`src/rtl/mdm_pkg.sv`:
```
package mdm_pkg;
  // Line order inside a status nibble: {carrier, ring, set_ready, clear_to_send}
  typedef struct packed {
    logic dcd;
    logic ri;
    logic dsr;
    logic cts;
  } mdm_lines_t;

  localparam int CTRL_W      = 5;
  localparam int BIT_DTR     = 0;
  localparam int BIT_RTS     = 1;
  localparam int BIT_OUT1    = 2;
  localparam int BIT_OUT2    = 3;
  localparam int BIT_LOOP    = 4;

  localparam logic [CTRL_W-1:0] CTRL_RST  = 5'b01000;
  localparam mdm_lines_t        LINES_RST = '{dcd: 1'b1, ri: 1'b0, dsr: 1'b1, cts: 1'b1};
endpackage

```
`src/rtl/mdm_sync.sv`:
```
module mdm_sync #(
  parameter int              WIDTH   = 4,
  parameter int              STAGES  = 2,
  parameter logic [WIDTH-1:0] RST_VAL = '0
) (
  input  logic             clk,
  input  logic             rst,
  input  logic [WIDTH-1:0] din,
  output logic [WIDTH-1:0] dout
);
  logic [STAGES-1:0][WIDTH-1:0] chain_q;

  for (genvar g = 0; g < STAGES; g++) begin : g_stage
    if (g == 0) begin : g_first
      always_ff @(posedge clk) begin
        if (rst) chain_q[g] <= RST_VAL;
        else     chain_q[g] <= din;
      end
    end else begin : g_next
      always_ff @(posedge clk) begin
        if (rst) chain_q[g] <= RST_VAL;
        else     chain_q[g] <= chain_q[g-1];
      end
    end
  end

  assign dout = chain_q[STAGES-1];
endmodule

```
`src/rtl/mdm_ctrl_reg.sv`:
```
module mdm_ctrl_reg
  import mdm_pkg::*;
(
  input  logic              clk,
  input  logic              rst,
  input  logic              wr_en,
  input  logic [CTRL_W-1:0] wr_data,
  output logic [CTRL_W-1:0] ctrl_q,
  output logic              rts_o,
  output logic              dtr_o,
  output logic              out1_o,
  output logic              out2_o
);
  logic [CTRL_W-1:0] ctrl_d;

  always_comb ctrl_d = wr_en ? wr_data : ctrl_q;

  always_ff @(posedge clk) begin
    if (rst) begin
      ctrl_q <= CTRL_RST;
      rts_o  <= 1'b0;
      dtr_o  <= 1'b0;
      out1_o <= CTRL_RST[BIT_OUT1];
      out2_o <= CTRL_RST[BIT_OUT2];
    end else begin
      ctrl_q <= ctrl_d;
      rts_o  <= ctrl_d[BIT_RTS] & ~ctrl_d[BIT_LOOP];
      dtr_o  <= ctrl_d[BIT_DTR] & ~ctrl_d[BIT_LOOP];
      out1_o <= ctrl_d[BIT_OUT1];
      out2_o <= ctrl_d[BIT_OUT2];
    end
  end
endmodule

```
`src/rtl/mdm_status.sv`:
```
module mdm_status
  import mdm_pkg::*;
(
  input  logic              clk,
  input  logic              rst,
  input  mdm_lines_t        lines_sync,
  input  logic [CTRL_W-1:0] ctrl,
  input  logic              rd_en,
  output logic [7:0]        rd_data,
  output logic [3:0]        delta_q,
  output logic              any_delta
);
  mdm_lines_t prev_q;
  mdm_lines_t changed;
  mdm_lines_t loop_view;
  logic [3:0] new_delta;
  logic [3:0] delta_d;
  logic       loop_on;

  assign loop_on = ctrl[BIT_LOOP];
  assign changed = prev_q ^ lines_sync;

  // Flag layout: bit3 carrier, bit2 ring trailing edge, bit1 set_ready, bit0 clear_to_send
  always_comb begin
    new_delta = '0;
    if (!loop_on) begin
      new_delta[3] = changed.dcd;
      new_delta[2] = prev_q.ri & ~lines_sync.ri;
      new_delta[1] = changed.dsr;
      new_delta[0] = changed.cts;
    end
  end

  always_comb begin
    loop_view.dcd = ctrl[BIT_OUT2];
    loop_view.ri  = ctrl[BIT_OUT1];
    loop_view.dsr = ctrl[BIT_DTR];
    loop_view.cts = ctrl[BIT_RTS];
  end

  always_comb begin
    delta_d = ((rd_en && !loop_on) ? 4'b0000 : delta_q) | new_delta;
  end

  always_ff @(posedge clk) begin
    if (rst) begin
      prev_q  <= LINES_RST;
      delta_q <= '0;
      rd_data <= {LINES_RST, 4'b0000};
    end else begin
      prev_q  <= lines_sync;
      delta_q <= delta_d;
      if (rd_en) begin
        rd_data <= loop_on ? {loop_view, 4'b0000} : {prev_q, delta_q};
      end
    end
  end

  assign any_delta = |delta_q;
endmodule

```
`src/rtl/mdm_ctrl_status.sv`:
```
module mdm_ctrl_status
  import mdm_pkg::*;
#(
  parameter int SYNC_STAGES = 2
) (
  input  logic       clk,
  input  logic       rst,
  input  logic       ctrl_wr_en,
  input  logic [4:0] ctrl_wr_data,
  output logic [7:0] ctrl_rd_data,
  input  logic       msr_rd_en,
  output logic [7:0] msr_rd_data,
  input  logic       cts_i,
  input  logic       dsr_i,
  input  logic       ri_i,
  input  logic       dcd_i,
  output logic       rts_o,
  output logic       dtr_o,
  output logic       out1_o,
  output logic       out2_o,
  output logic       any_delta
);
  localparam int LINE_N = $bits(mdm_lines_t);

  logic [CTRL_W-1:0] ctrl_q;
  logic [3:0]        delta_q;
  mdm_lines_t        pins_raw;
  logic [LINE_N-1:0] pins_sync;

  assign pins_raw = '{dcd: dcd_i, ri: ri_i, dsr: dsr_i, cts: cts_i};

  mdm_sync #(
    .WIDTH  (LINE_N),
    .STAGES (SYNC_STAGES),
    .RST_VAL(LINES_RST)
  ) u_sync (
    .clk (clk),
    .rst (rst),
    .din (pins_raw),
    .dout(pins_sync)
  );

  mdm_ctrl_reg u_ctrl (
    .clk    (clk),
    .rst    (rst),
    .wr_en  (ctrl_wr_en),
    .wr_data(ctrl_wr_data),
    .ctrl_q (ctrl_q),
    .rts_o  (rts_o),
    .dtr_o  (dtr_o),
    .out1_o (out1_o),
    .out2_o (out2_o)
  );

  mdm_status u_stat (
    .clk       (clk),
    .rst       (rst),
    .lines_sync(pins_sync),
    .ctrl      (ctrl_q),
    .rd_en     (msr_rd_en),
    .rd_data   (msr_rd_data),
    .delta_q   (delta_q),
    .any_delta (any_delta)
  );

  assign ctrl_rd_data = {{(8-CTRL_W){1'b0}}, ctrl_q};
endmodule

```
`config.mk`:
```
export PLATFORM = sky130hd
export DESIGN_NAME = mdm_ctrl_status
export DESIGN_NICKNAME = d
export VERILOG_FILES = /design/src/rtl/mdm_pkg.sv /design/src/rtl/mdm_sync.sv /design/src/rtl/mdm_ctrl_reg.sv /design/src/rtl/mdm_status.sv /design/src/rtl/mdm_ctrl_status.sv
export SDC_FILE = /design/constraint.sdc
export NUM_CORES = 1
export LEC_CHECK = 0
export BUFFER_PORTS_ARGS = -buffer_cell sky130_fd_sc_hd__buf_2
export CORE_UTILIZATION = 49
export DETAILED_ROUTE_END_ITERATION = 8
export GPL_TIMING_DRIVEN = 0
export PLACE_DENSITY = 0.76
export SYNTH_ARGS = -nofsm -noshare
export SYNTH_HDL_FRONTEND = slang
export SYNTH_SLANG_ARGS = --single-unit
```
`constraint.sdc`:
```
create_clock -name clk -period 1.42 [get_ports clk]
set_clock_uncertainty 0.2 [all_clocks]
set_input_delay 0.142 -clock clk [delete_from_list [all_inputs] [get_ports clk]]
set_output_delay 0.142 -clock clk [all_outputs]
set_load 0.02 [all_outputs]
```
==> results of run 1 <==
-- synth_stat cells, types with 3 or more instances --
| master | number | area [um2] |
|---|---|---|
| nor3_1 | 3 | 15.01 |
| a21oi_1 | 10 | 50.05 |
| dfxtp_1 | 31 | 620.6 |
| nand2b_1 | 3 | 18.77 |
| nand3b_1 | 4 | 30.03 |
| xnor2_1 | 3 | 26.28 |
| inv_1 | 3 | 11.26 |
| o32ai_1 | 3 | 26.28 |
| nand2_1 | 3 | 11.26 |
| nor2b_1 | 6 | 37.54 |
| buf_2 | 5 | 25.02 |
| nor2_1 | 9 | 33.78 |
| or2_1 | 10 | 62.56 |
| mux2i_1 | 8 | 80.08 |
| buf_4 | 5 | 37.54 |
-- where the power goes --
| group | internal, mW | switching [mW] | total, mW |
|---|---|---|---|
| clock | 0.229 | 0.273 | 0.502 |
| combinational | 0.126 | 0.119 | 0.244 |
| sequential | 0.907 | 0.0220 | 0.929 |
| total | 1.26 | 0.414 | 1.68 |
-- state kept, by name, indices dropped and copies added (netlist names) --
name / count
u_stat.rd_data: 8
u_ctrl.ctrl_q: 5
u_stat.delta_q: 4
u_stat.prev_q: 4
u_sync.chain_q: 4
u_sync.dout: 4
u_ctrl.dtr_o: 1
u_ctrl.rts_o: 1
-- cell type report --
cell class	instances	share of cell area, %
Timing Repair Buffer	43	18.63
Sequential cell	31	40.44
Clock buffer	6	3.336
Inverter	3	0.7323
Tap cell	28	2.278
Buffer	11	4.801
Multi-Input combinational cell	70	29.45
Clock inverter	1	0.3255
-- critical path, stage by stage, from the launching register on --
cell	delay [ps]
dfxtp_2	330
or4_4	530
buf_6	150
-- worst paths after layout --
path                                   startpoint                end  slack, ps  depth (start not counted)
worst min-delay path            u_sync.chain_q[1]     u_sync.dout[1]        210                          1
worst max-delay path            u_stat.delta_q[1]          any_delta       -250                          2
worst max register to register   u_ctrl.ctrl_q[4]  u_stat.delta_q[0]        270                          3
worst min register to register  u_sync.chain_q[1]     u_sync.dout[1]        210                          1
-- cells in the final DEF, fill, tap and decap left out --
master | synthesis | final
inv_1 | 3 | 3
or2_1 | 10 | 10
buf_2 | 5 | 33
mux2i_1 | 8 | 8
xnor2_1 | 3 | 3
and2b_4 | 1 | 1
clkbuf_4 | 0 | 5
nor3_1 | 3 | 3
conb_1 | 1 | 3
clkbuf_8 | 0 | 1
nand3b_1 | 4 | 4
buf_4 | 5 | 7
nor2b_1 | 6 | 6
nand2b_1 | 3 | 3
buf_6 | 1 | 2
a211o_1 | 1 | 1
dfxtp_1 | 31 | 30
o32ai_1 | 3 | 3
nor2_1 | 9 | 9
and2b_1 | 1 | 1
dlygate4sd3_1 | 0 | 12
clkinv_2 | 0 | 1
nand2_1 | 3 | 3
or4_4 | 0 | 1
a21oi_1 | 10 | 10
a211oi_2 | 1 | 1
dfxtp_2 | 0 | 1
-- routing by layer --
metal	track usage, %	share of wire (%)
met1	21.44	43
met2	32.89	50
met3	6.364	4.4
met4	13.89	2.3
met5	0	0
-- stage by stage --
stage	cell area [um2]	setup slack [ps]	setup TNS, ps
final	1538	-245.9	-245.9
after global routing	1538	-286.0	-286.0
after CTS	1530	-253.5	-253.5
after detailed placement	1335	89.53	0
after global placement	1335	92.14	0
after floorplan	1155	151.4	0
-- logic make-up (layout without fill, tap and decap cells) --
group | after synthesis | in the layout | share of synthesized area (%)
flip-flops | 31 | 31 | 54.09
AND/OR/NAND/NOR | 41 | 41 | 20.39
other | 1 | 3 | 0.3268
multiplexers | 8 | 8 | 6.980
buffers and inverters | 14 | 64 | 7.415
XOR/XNOR | 3 | 3 | 2.290
AO/OA/AOI/OAI | 15 | 15 | 8.507
-- repair_timing --
item	CTS	global route
hold buffers	12	0
setup buffers	1	1
resized for setup	4	0
pin swaps	0	0
setup endpoints to repair	1	1
hold endpoints to repair	16	0
==> flow_metrics.py, run 1 <==
metrics = {
    "outcome": {
        "status": "complete, but fails checks",
        "violations": "negative setup slack",
    },
    "clocking": {
        "cts.sinks": 31,
        "path_clk_slew_ps": 90,
        "cts_buffers": 5,
        "cts_tree": "yes",
        "cts_max_level": 2,
        "clk_latency_ps": 320,
        "clock_path_buffers": 2,
        "cts-root-buf": "clkbuf_4",
    },
    "final_layout": {
        "nFillCells": 188,
        "seq_area_um2": 621.8,
        "synthToLayoutAreaGrowth_pct": 34.02,
        "drive_gt1_share_pct": 32.12,
        "final_cells": 193,
        "n_antenna_cell": 0,
        "final_util_pct": 69.51,
        "finalNetCount": 178,
        "multi_input_area_um2": 452.9,
    },
    "critical_path": {
        "cp.required_ps": 1080,
        "crit_type": "flop to primary output",
        "critPathCaptureType": "primary output",
        "critPathLaunchType": "flop",
        "cp_data_arrival_time_ps": 1320,
        "cp_max_fo": 2,
    },
    "flow_run": {
        "drv_cap": 0,
    },
    "sta": {
        "fin_crit_ps": 1666,
        "hold_viol": 0,
        "maxSlewViolCount": 0,
        "setup_viol": 1,
        "fin_hold_ws_ps": 209.1,
        "setup_slack_ps": -245.9,
        "rsz0062_at_grt": "yes",
        "fin_crit_sh_pct": 117.3,
        "fmax_mhz": 600.3,
    },
    "logic_synthesis": {
        "ys_types": 22,
        "ys_seq_elements": 31,
        "yosysSeqAreaShare_pct": 54.09,
        "synthArstFlopShare_pct": 0,
        "mappedNetlistArea_um2": 1147,
        "synth-edff-count": 0,
        "yosysWarnings": 0,
        "syn_inst": 113,
        "synth-main-ff-cell": "dfxtp_1",
        "avgSynthCellArea_um2": 10.15,
    },
    "grt": {
        "grt_max_degree": 11,
        "grt_pass1_vias": 867,
        "overflow": 0,
        "antenna_found_initial": 0,
        "grtUsageTotal_pct": 19.94,
        "grt_pass1_wl_um": 3588,
    },
    "floorplan": {
        "die_area_um2": 2539,
        "design.core.area_um2": 2212,
        "rows": 17,
        "initial_utilization_pct": 51.87,
        "io_pins": 34,
        "die_y_um": 50.39,
        "die_x_um": 50.39,
    },
    "place": {
        "dp.cells": 172,
        "port_buffers": 29,
        "finalWeightedCongestion": 0.7409,
        "dp_hpwl_um": 1462,
    },
    "route": {
        "dr.first_iter.drc_count": 14,
        "viasPerCell": 4.756,
        "routedWlPerCell_um": 10.77,
        "vias": 918,
        "firstDrtPassIters": 4,
        "drc": 0,
        "ant_nets": 0,
        "wirelength_um": 2079,
    },
    "power_and_ir_drop": {
        "peakVddDrop_mv": 0.7170,
        "power_mw": 1.676,
        "p_leak_nw": 0.6755,
        "p_per_area_nw_per_um2": 1090,
    },
    "worst_hold_path": {
        "hold_class": "flop to flop",
    },
}
(Power assumes the default switching activity.)
==> run 2: changes to the inputs <==
Settings changed: MAX_ROUTING_LAYER from default to met4.
==> flow_metrics.py, run 2 (synthesis results as in run 1) <==
metrics = {
    "outcome": {
        "status": "complete, but fails checks",
        "violations": "negative setup slack",
    },
    "clocking": {
        "clock_path_buffers": 2,
        "cts-root-buf": "clkbuf_4",
        "cts_max_level": 2,
        "path_clk_slew_ps": 90,
        "cts.sinks": 31,
        "cts_buffers": 5,
        "clk_latency_ps": 320,
        "cts_tree": "yes",
    },
    "critical_path": {
        "ff2ff_setup_slack_ps": 260,
        "reg2reg_depth": 3,
        "critPathCaptureType": "primary output",
        "r2r_end": "u_stat.delta_q[0]",
        "cp.required_ps": 1080,
        "cp_data_arrival_time_ps": 1330,
        "cp-endpoint": "any_delta",
        "rr_startpoint": "u_ctrl.ctrl_q[4]",
        "critPathLaunchType": "flop",
        "crit_chain": "or4_4, buf_6",
        "crit_type": "flop to primary output",
        "max_stage_delay_ps": 530,
        "crit_start": "u_stat.delta_q[1]",
        "cpMaxStageDelayCell": "or4_4",
        "cp_max_fo": 2,
    },
    "power_and_ir_drop": {
        "p_switching_mw": 0.4200,
        "peakVddDrop_mv": 0.7170,
        "seqPwrFrac_pct": 55.3,
        "p_per_area_nw_per_um2": 1094,
        "p_int_mw": 1.262,
        "power_frac_comb_pct": 14.5,
        "p_leak_nw": 0.6755,
        "pwr-share-clk_pct": 30.2,
        "swShare_pct": 24.97,
        "power_mw": 1.682,
    },
    "sta": {
        "rsz0062_at_grt": "yes",
        "fin_crit_sh_pct": 117.5,
        "fin_hold_ws_ps": 208.9,
        "fmax_mhz": 599.2,
        "fin_crit_ps": 1669,
        "maxSlewViolCount": 0,
        "setup_viol": 1,
        "hold_viol": 0,
        "setup_slack_ps": -248.8,
    },
    "route": {
        "dr.first_iter.drc_count": 19,
        "routedWlPerCell_um": 10.88,
        "vias": 921,
        "firstDrtPassIters": 4,
        "viasPerCell": 4.772,
        "ant_nets": 0,
        "wirelength_um": 2100,
        "drc": 0,
    },
    "final_layout": {
        "final_common_cell": "buf_2",
        "n_antenna_cell": 0,
        "largest_reg_flops": 8,
        "drive_gt1_share_pct": 32.12,
        "finalNetCount": 178,
        "synthToLayoutAreaGrowth_pct": 34.02,
        "layout_common_cells": "buf_2, dfxtp_1, dlygate4sd3_1, a21oi_1, or2_1",
        "final_util_pct": 69.51,
        "final_cells": 193,
        "regMostFlops": "u_stat.rd_data",
        "reg_top3": "u_stat.rd_data x8, u_ctrl.ctrl_q x5",
    },
    "worst_hold_path": {
        "hold_class": "flop to flop",
    },
    "place": {
        "dp.cells": 172,
        "dp_hpwl_um": 1462,
        "finalWeightedCongestion": 0.7502,
        "port_buffers": 29,
    },
    "grt": {
        "grt_pass1_wl_um": 3581,
        "overflow": 0,
        "grt_max_degree": 11,
        "antenna_found_initial": 0,
        "grtUsageTotal_pct": 20.49,
        "grt_pass1_vias": 861,
    },
    "floorplan": {
        "die_x_um": 50.39,
        "die_area_um2": 2539,
        "io_pins": 34,
        "die_y_um": 50.39,
        "initial_utilization_pct": 51.87,
        "rows": 17,
        "design.core.area_um2": 2212,
    },
    "flow_run": {
        "drv_cap": 0,
    },
}
## run 2: worst min-delay path by stage
| stage | end | slack (ps) | cells past startpoint | start |
|---|---|---|---|---|
| final | u_sync.dout[1] | 210 | 1 | u_sync.chain_q[1] |
| after floorplan | u_sync.dout[2] | 10 | 1 | rst |
| after global routing | u_sync.dout[3] | 220 | 1 | u_sync.chain_q[3] |
| after CTS | u_sync.dout[1] | 210 | 1 | u_sync.chain_q[1] |
| after detailed placement | u_sync.chain_q[1] | 130 | 2 | dsr_i |
| after global placement | u_sync.chain_q[3] | 120 | 2 | dcd_i |
## run 2: power groups by stage
stage	registers, mW	clock network (mW)	logic (mW)
floorplan	0.969	0	0.121
global placement	0.948	0	0.200
detailed placement	0.950	0	0.203
CTS	0.930	0.519	0.242
global route	0.935	0.564	0.266
finish	0.929	0.508	0.244
## run 2: timing repair
action                                 CTS  global route
gates cloned                             0             0
endpoints found under the hold margin   16             0
hold buffers                            12             0
buffers inserted                         1             1
setup endpoints to repair                1             1
gates resized for setup                  4             0
## run 2: layout make-up
cell class	count	area [um2]
multi-input combinational	70	452.9
clock inverter	1	5.005
timing repair buffer	43	286.5
inverter	3	11.26
buffer	11	73.82
fill	188	674.4
clock buffer	6	51.30
sequential	31	621.8
tap	28	35.03
## run 2: metal layers
layer	wire [um]	share of wire (%)	GRT usage [%]	vias up
met2	1061	51	32.89	22
met1	887	42	21.44	424
met4	34	1.6	11.11	0
met3	116	5.5	8.182	4
met5	0	0	-	-
li1	-	-	-	471
## run 2: stage by stage
stage	TNS, ps	cell area, um2	worst slack, ps
floorplan	0	1155	151.4
global placement	0	1335	92.14
detailed placement	0	1335	89.53
CTS	-253.5	1530	-253.5
global route	-288.8	1538	-288.8
finish	-248.8	1538	-248.8
## run 2: worst max-delay path, delay by kind of cell (launching register included)
family                 cells  cell delay, ps
buffers and inverters      1             150
flip-flops                 1             330
AND/OR/NAND/NOR            1             530
==> run 3: changes to the inputs <==
Settings changed: PLACE_DENSITY 0.76 to 0.75, SETUP_SLACK_MARGIN from default to 0.1.
==> flow_metrics.py, run 3 (synthesis results as in run 1) <==
metrics = {
    "critical_path": {
        "cp_data_arrival_time_ps": 1330,
        "ff2ff_setup_slack_ps": 270,
        "reg2reg_depth": 3,
        "cp_max_fo": 3,
        "rr_startpoint": "u_ctrl.ctrl_q[4]",
        "cp.required_ps": 1080,
        "crit_type": "flop to primary output",
        "critPathCaptureType": "primary output",
        "critPathLaunchType": "flop",
        "r2r_end": "u_stat.delta_q[1]",
    },
    "final_layout": {
        "largest_reg_flops": 8,
        "fin_area_um2": 1553,
        "final_util_pct": 70.19,
        "reg_top3": "u_stat.rd_data x8, u_ctrl.ctrl_q x5",
        "drive_gt1_share_pct": 35.98,
        "synthToLayoutAreaGrowth_pct": 35.33,
        "n_antenna_cell": 0,
        "nFillCells": 177,
        "multi_input_area_um2": 465.4,
        "final_common_cell": "buf_2",
        "layout_common_cells": "buf_2, dfxtp_1, dlygate4sd3_1, or2_1, nor2_1",
        "regMostFlops": "u_stat.rd_data",
        "seq_area_um2": 625.6,
        "finalNetCount": 177,
    },
    "place": {
        "place_worst_setup_slack_ps": 88.49,
        "finalWeightedCongestion": 0.7486,
        "dp_hpwl_um": 1386,
        "port_buffers": 29,
        "postPlaceCellArea_um2": 1335,
    },
    "worst_hold_path": {
        "hold-path-cell-count": 1,
        "hold_class": "flop to flop",
        "min_to": "u_sync.dout[1]",
        "hp-start": "u_sync.chain_q[1]",
    },
    "clocking": {
        "clock_path_buffers": 2,
        "clk_latency_ps": 310,
        "cts-root-buf": "clkbuf_4",
        "cts_buffers": 5,
        "cts_tree": "yes",
        "path_clk_slew_ps": 90,
        "cts_max_level": 2,
        "cts.sinks": 31,
    },
    "sta": {
        "fin_crit_ps": 1674,
        "setup_slack_ps": -253.5,
        "fin_crit_sh_pct": 117.9,
        "fin_hold_ws_ps": 212.6,
        "maxSlewViolCount": 0,
        "setup_viol": 1,
        "fmax_mhz": 597.5,
        "rsz0062_at_grt": "yes",
        "hold_viol": 0,
    },
    "grt": {
        "grt_pass1_vias": 824,
        "grtUsageTotal_pct": 20.24,
        "grt_pass1_wl_um": 3560,
        "antenna_found_initial": 0,
        "grt_max_degree": 11,
        "overflow": 0,
    },
    "floorplan": {
        "die_area_um2": 2539,
        "initial_utilization_pct": 51.87,
        "die_x_um": 50.39,
        "rows": 17,
        "die_y_um": 50.39,
        "design.core.area_um2": 2212,
        "io_pins": 34,
    },
    "route": {
        "viasPerCell": 4.807,
        "drc": 0,
        "dr.first_iter.drc_count": 8,
        "routedWlPerCell_um": 12.09,
        "wirelength_um": 2322,
        "ant_nets": 0,
        "vias": 923,
        "firstDrtPassIters": 4,
    },
    "outcome": {
        "violations": "negative setup slack",
        "status": "complete, but fails checks",
    },
    "flow_run": {
        "drv_cap": 0,
    },
    "power_and_ir_drop": {
        "p_per_area_nw_per_um2": 1089,
        "power_mw": 1.691,
        "peakVddDrop_mv": 0.7060,
        "p_leak_nw": 0.6747,
    },
}
==> run 3: changes by cell type in the layout (fill, tap and decap cells not counted), sizes merged <==
| cell | before | now |
|---|---|---|
| buf | 42 | 41 |
==> run 3: how the worst max path moves through the flow <==
stage	start	endpoint	slack [ps]	cells past startpoint
floorplan	u_stat.delta_q[1]	any_delta	150	1
global placement	u_stat.delta_q[1]	any_delta	90	2
detailed placement	u_stat.delta_q[1]	any_delta	90	2
CTS	u_stat.delta_q[1]	any_delta	-240	2
global route	u_stat.delta_q[0]	any_delta	-280	2
finish	u_stat.delta_q[0]	any_delta	-250	2
==> run 3: layout make-up <==
type | instances | share of cell area (%)
multi-input combinational | 70 | 29.98
buffer | 11 | 5.157
clock inverter | 1 | 0.3223
tap | 28 | 2.256
timing repair buffer | 42 | 17.97
clock buffer | 6 | 3.304
inverter | 3 | 0.7252
sequential | 31 | 40.29
==> run 3: repair_timing <==
action | CTS | global route
gates resized for setup | 5 | 9
hold buffers | 12 | 0
endpoints found under the setup margin | 2 | 5
endpoints found under the hold margin | 14 | 0
setup buffers | 1 | 0
==> run 3: per-layer routing <==
| metal | GRT usage, % | wire (um) | share of wire [%] |
|---|---|---|---|
| met1 | 22.62 | 1027 | 44 |
| met2 | 31.78 | 1131 | 49 |
| met4 | 11.11 | 54 | 2.3 |
| met5 | - | 0 | 0 |
| met3 | 6.667 | 109 | 4.7 |
==> run 3: critical path, stage by stage (launching register included) <==
cell	delay, ps
dfxtp_2	340
or4_4	520
buf_6	150
==> run 3: through the flow <==
stage	TNS, ps	cells
floorplan	0	115
global placement	0	172
detailed placement	0	172
CTS	-244.7	192
global route	-282.6	192
finish	-253.5	192
==> run 3: power by group <==
group / internal (mW) / total, mW / switching (mW)
clock network: 0.229 / 0.508 / 0.279
registers: 0.909 / 0.932 / 0.0231
logic: 0.127 / 0.252 / 0.125
total: 1.26 / 1.69 / 0.427
